===== src/rtl/field_wr_port.sv =====
module field_wr_port #(
  parameter int DW    = 12,
  parameter int DEPTH = 262144,
  parameter int AW    = (DEPTH > 1) ? $clog2(DEPTH) : 1
) (
  input  logic          clk,
  input  logic          rst_n,
  input  logic          wr_rst,
  input  logic          wr_en,
  input  logic          in_en,
  input  logic [DW-1:0] din,
  output logic          mem_we,
  output logic [AW-1:0] mem_addr,
  output logic [DW-1:0] mem_data,
  output logic [AW-1:0] wptr,
  output logic          rst_err
);

  localparam logic [AW-1:0] LAST = AW'(DEPTH - 1);

  logic [1:0]    low_cnt;
  logic          guard_ok;
  logic          rst_take;
  logic          advance;
  logic [AW-1:0] ptr_next;

  assign guard_ok = (low_cnt == 2'd2);
  assign rst_take = wr_rst && guard_ok;
  assign advance  = !rst_take && wr_en;
  assign ptr_next = (wptr == LAST) ? '0 : wptr + 1'b1;

  always_ff @(posedge clk or negedge rst_n) begin
    if (!rst_n) begin
      low_cnt <= 2'd2;
      rst_err <= 1'b0;
    end else begin
      if (wr_rst) low_cnt <= 2'd0;
      else if (!guard_ok) low_cnt <= low_cnt + 2'd1;
      if (wr_rst && !guard_ok) rst_err <= 1'b1;
    end
  end

  always_ff @(posedge clk or negedge rst_n) begin
    if (!rst_n) begin
      wptr     <= '0;
      mem_we   <= 1'b0;
      mem_addr <= '0;
      mem_data <= '0;
    end else begin
      mem_we <= advance && in_en;
      if (advance) begin
        mem_addr <= wptr;
        mem_data <= din;
      end
      if (rst_take) wptr <= '0;
      else if (advance) wptr <= ptr_next;
    end
  end

  p_reset_zero_r1: assert property (@(posedge clk) disable iff (!rst_n)
    rst_take |=> (wptr == '0) && !mem_we);

  p_hold_r2: assert property (@(posedge clk) disable iff (!rst_n)
    (!wr_en && !wr_rst) |=> $stable(wptr) && !mem_we);

  p_store_r3: assert property (@(posedge clk) disable iff (!rst_n)
    (wr_en && in_en && !wr_rst) |=> mem_we && (mem_addr == $past(wptr)) && (mem_data == $past(din)));

  p_mask_r4: assert property (@(posedge clk) disable iff (!rst_n)
    (wr_en && !in_en && !wr_rst) |=> !mem_we);

  p_wrap_r6: assert property (@(posedge clk) disable iff (!rst_n)
    (wr_en && !wr_rst && wptr == LAST) |=> (wptr == '0));

  p_early_rst_r7: assert property (@(posedge clk) disable iff (!rst_n)
    (wr_rst && $past(wr_rst)) |=> rst_err);

  p_err_sticky_r7: assert property (@(posedge clk) disable iff (!rst_n)
    rst_err |=> rst_err);

endmodule


===== config.mk =====
export PLATFORM = sky130hd
export DESIGN_NAME = field_wr_port
export DESIGN_NICKNAME = d
export VERILOG_FILES = /design/src/rtl/field_wr_port.sv
export SDC_FILE = /design/constraint.sdc
export NUM_CORES = 1
export LEC_CHECK = 0
export BUFFER_PORTS_ARGS = -buffer_cell sky130_fd_sc_hd__buf_4
export CORE_MARGIN = 5
export CORE_UTILIZATION = 55
export CTS_CLUSTER_DIAMETER = 120
export DETAILED_ROUTE_END_ITERATION = 8
export GPL_TIMING_DRIVEN = 0
export PLACE_DENSITY = 0.84
export RECOVER_POWER = 50
export SETUP_SLACK_MARGIN = 0.4
export SYNTH_ARGS = -nofsm -noshare
export SYNTH_HDL_FRONTEND = slang
export SYNTH_SLANG_ARGS = --single-unit

===== constraint.sdc =====
create_clock -name clk -period 5.2 [get_ports clk]
set_input_delay 1.04 -clock clk [delete_from_list [all_inputs] [get_ports clk]]
set_output_delay 1.04 -clock clk [all_outputs]
set_load 0.02 [all_outputs]

==> flow_summary_export.csv <==
group,metric,value,unit
final_layout,finalNetCount,340,
sta,hold_violations,0,
sta,relSlewSlack,-76.5,%
placed_design,io_buffers,66,
synthesis,yosys_most_used_dff,"dfrtp_1",
final_layout,area_delta_synth_final,25.0,%
routing,vias_per_cell,5.28,
sta,fin_worst_skew,0.00521,ns
power,power.leakage,1.51,nW
synthesis,postSynth.asyncResetShare,100,%
global_routing,overflow,0,
critical_path,cpPeakStageDelay,1.85,ns
synthesis,avgSynthCellArea,9.24,um^2
outcome,violations,"max-capacitance violations, max-slew violations",
synthesis,synthCells,248,
routing,ant_nets,0,
sta,holdWs,0.469,ns
floorplanning,dieArea,5560,um^2
synthesis,syn_nets,267,
outcome,run_status,"finished with violations",
critical_path,reg2regPathDepth,6,
floorplanning,die_x,74.5,um
critical_path,crit_family,"buffers and inverters",
floorplanning,initial_core_util,56.9,%
clock_network,clock_latency,0.31,ns
clock_network,cts_setup_buffers,0,
clock_network,cts_tree,"done",
clock_network,post_cts_resized,0,
critical_path,worstReg2RegEnd,"wptr[7]",
critical_path,end_kind,"asynchronous set/reset pin",
floorplanning,io_pins,67,
hold_path,hold_depth,1,
critical_path,critPathLaunchType,"primary input",
global_routing,grt_antenna_before_repair,0,
sta,worst_pin_slew,2.65,ns
global_routing,grt_pass1_vias,1881,
clock_network,cts_made_buffers,5,
sta,setup_tns,0,ns
sta,setup_viol,0,
final_layout,n_antenna_cell,0,
placed_design,dpl_cell_area,2850,um^2
routing,wl_per_cell,14.7,um
routing,wirelength,5450,um
routing,routed-via-count,1965,
floorplanning,num_rows,23,
critical_path,cp_slowest_cell,"clkbuf_1",
placed_design,gp_congestion,0.824,
sta,fin_crit_sh,58.5,%
sta,slew_viol_final,53,
clock_network,clk_pin_slew,0.09,ns
critical_path,rr_startpoint,"wptr[7]",
hold_path,holdCritPathClass,"flop to flop",
routing,drc,0,
global_routing,grt_pass1_wl,9090,um
hold_path,worstHoldStart,"rst_err",
synthesis,synth_cell_types,39,
final_layout,n_fill_cell,332,
clock_network,cts-hold-fix-buffers,0,
final_layout,design_area,2860,um^2
critical_path,required,5.07,ns
floorplanning,die_y,74.5,um
clock_network,ctsRootBufferMaster,"clkbuf_8",
routing,drt_iter0_markers,174,
critical_path,critical_path_class,"primary input to asynchronous set/reset pin",
global_routing,grt_max_degree,53,
sta,max_freq,329,MHz
clock_network,htreeDepth,2,
job,drv_cap,1,
placed_design,dp_cells,364,
final_layout,drive_gt1_share,21.1,%
power,peakVddDrop,0.000232,V
synthesis,syn_area,2290,um^2
routing,dr.pass1.iters,4,
synthesis,ys_ff_latch,52,
global_routing,grt_use_total,21.3,%
critical_path,path_cells,"clkbuf_1",
floorplanning,core_area,4030,um^2
synthesis,synth_edf_count,0,
synthesis,ys.warnings.count,0,
sta,min_period,3.04,ns
sta,rsz0062_at_grt,"false",
final_layout,seq_area,1300,um^2
critical_path,crit_fanout,52,
critical_path,worstPathArrival,2.91,ns
clock_network,cts.sinks,52,
critical_path,crit_buf_inv,1,
final_layout,multi_input_area,900,um^2
sta,worst_slack,2.16,ns
power,power_density,395,nW/um^2
placed_design,dp_hpwl,3950,um
critical_path,reg2reg_slack,2.81,ns
final_layout,instances_no_fill,372,
clock_network,clockBufferDepth,2,
synthesis,ys_seq_area_share,56.9,%
placed_design,place_ws,2.47,ns
hold_path,min_to,"rst_err",
==> report_power, final <==
group / leakage (nW) / internal, mW / total [mW] / switching, mW
Combinational: 0.772 / 0.133 / 0.361 / 0.228
Sequential: 0.684 / 0.476 / 0.531 / 0.0552
Clock: 0.0510 / 0.106 / 0.238 / 0.132
==> sequential cells by signal, indices dropped and copies added, names as in the netlist <==
signal and flops:
low_cnt 2, mem_addr 18, mem_data 12, mem_we 1
rst_err 1, wptr 18
==> worst max path at each step <==
stage	from	to	slack, ns	cells after the start
after CTS	wr_en	mem_addr[5]	2.79	7
after detailed placement	wr_en	mem_addr[5]	2.47	7
final	rst_n	wptr[9]	2.16	1
after floorplan	wr_en	mem_addr[9]	3.04	6
after global placement	wr_en	mem_addr[7]	2.50	7
after global routing	rst_n	wptr[2]	1.49	1
==> cell usage in the layout, fill, tap and decap left out, types with 3 or more instances in the layout <==
cell type   n
dfrtp_1    51
xor2_1      5
clkbuf_1   24
buf_4      50
or3_1       3
o21ai_0     6
nand2_1    97
nor2_1     11
a21oi_1     6
inv_1       6
a31oi_1     3
nand4_1     3
and3_1      4
o22ai_1     3
clkbuf_8    6
nand3_1     9
==> final cells by class <==
cell class                      count  share of cell area, %
Clock buffer                        6                   2.88
Tap cell                           50                   2.18
Multi-Input combinational cell    178                   31.4
Clock inverter                      2                  0.349
Sequential cell                    52                   45.5
Inverter                            6                  0.786
Timing Repair Buffer               66                   15.2
Buffer                             12                   1.70
==> synthesized netlist by cell type (all sizes together), types with 4 or more instances <==
cell / n / area (um^2)
nand3: 9 / 45.0
buf: 4 / 18.8
dfrtp: 51 / 1280
clkbuf: 8 / 31.3
nand2: 97 / 364
inv: 6 / 22.5
and3: 4 / 25.0
o21ai: 6 / 30.0
nand4: 5 / 52.6
nor2: 12 / 47.6
xor2: 5 / 43.8
a21oi: 6 / 30.0
==> cells by family (layout without fill, tap and decap cells) <==
kind of cell,Yosys count,in the layout,synth area share (%)
adders and majority gates,2,2,1.09
AOI/OAI and AO/OA,31,31,9.39
DFF,52,52,56.9
and+or+nand+nor,140,140,27.6
xor gates and xnor gates,5,5,1.91
buffers and inverters,18,92,3.17
==> metrics by stage <==
step / power [mW] / utilization [%]
2_1_floorplan: 0.751 / -
3_3_place_gp: 0.904 / 70.7
3_5_place_dp: 0.920 / 70.7
4_1_cts: 1.15 / 73.0
5_1_grt: 1.20 / 71.1
6_report: 1.13 / 71.1
==> metal layers <==
| metal | GRT usage (%) | vias up | part of all wire (%) |
|---|---|---|---|
| li1 | - | 967 | - |
| met1 | 29.3 | 921 | 43 |
| met2 | 33.6 | 69 | 48 |
| met3 | 5.14 | 8 | 7.9 |
| met4 | 6.52 | 0 | 1.3 |
| met5 | 0 | - | 0 |
No activity file was read; power rests on OpenSTA's default activity.
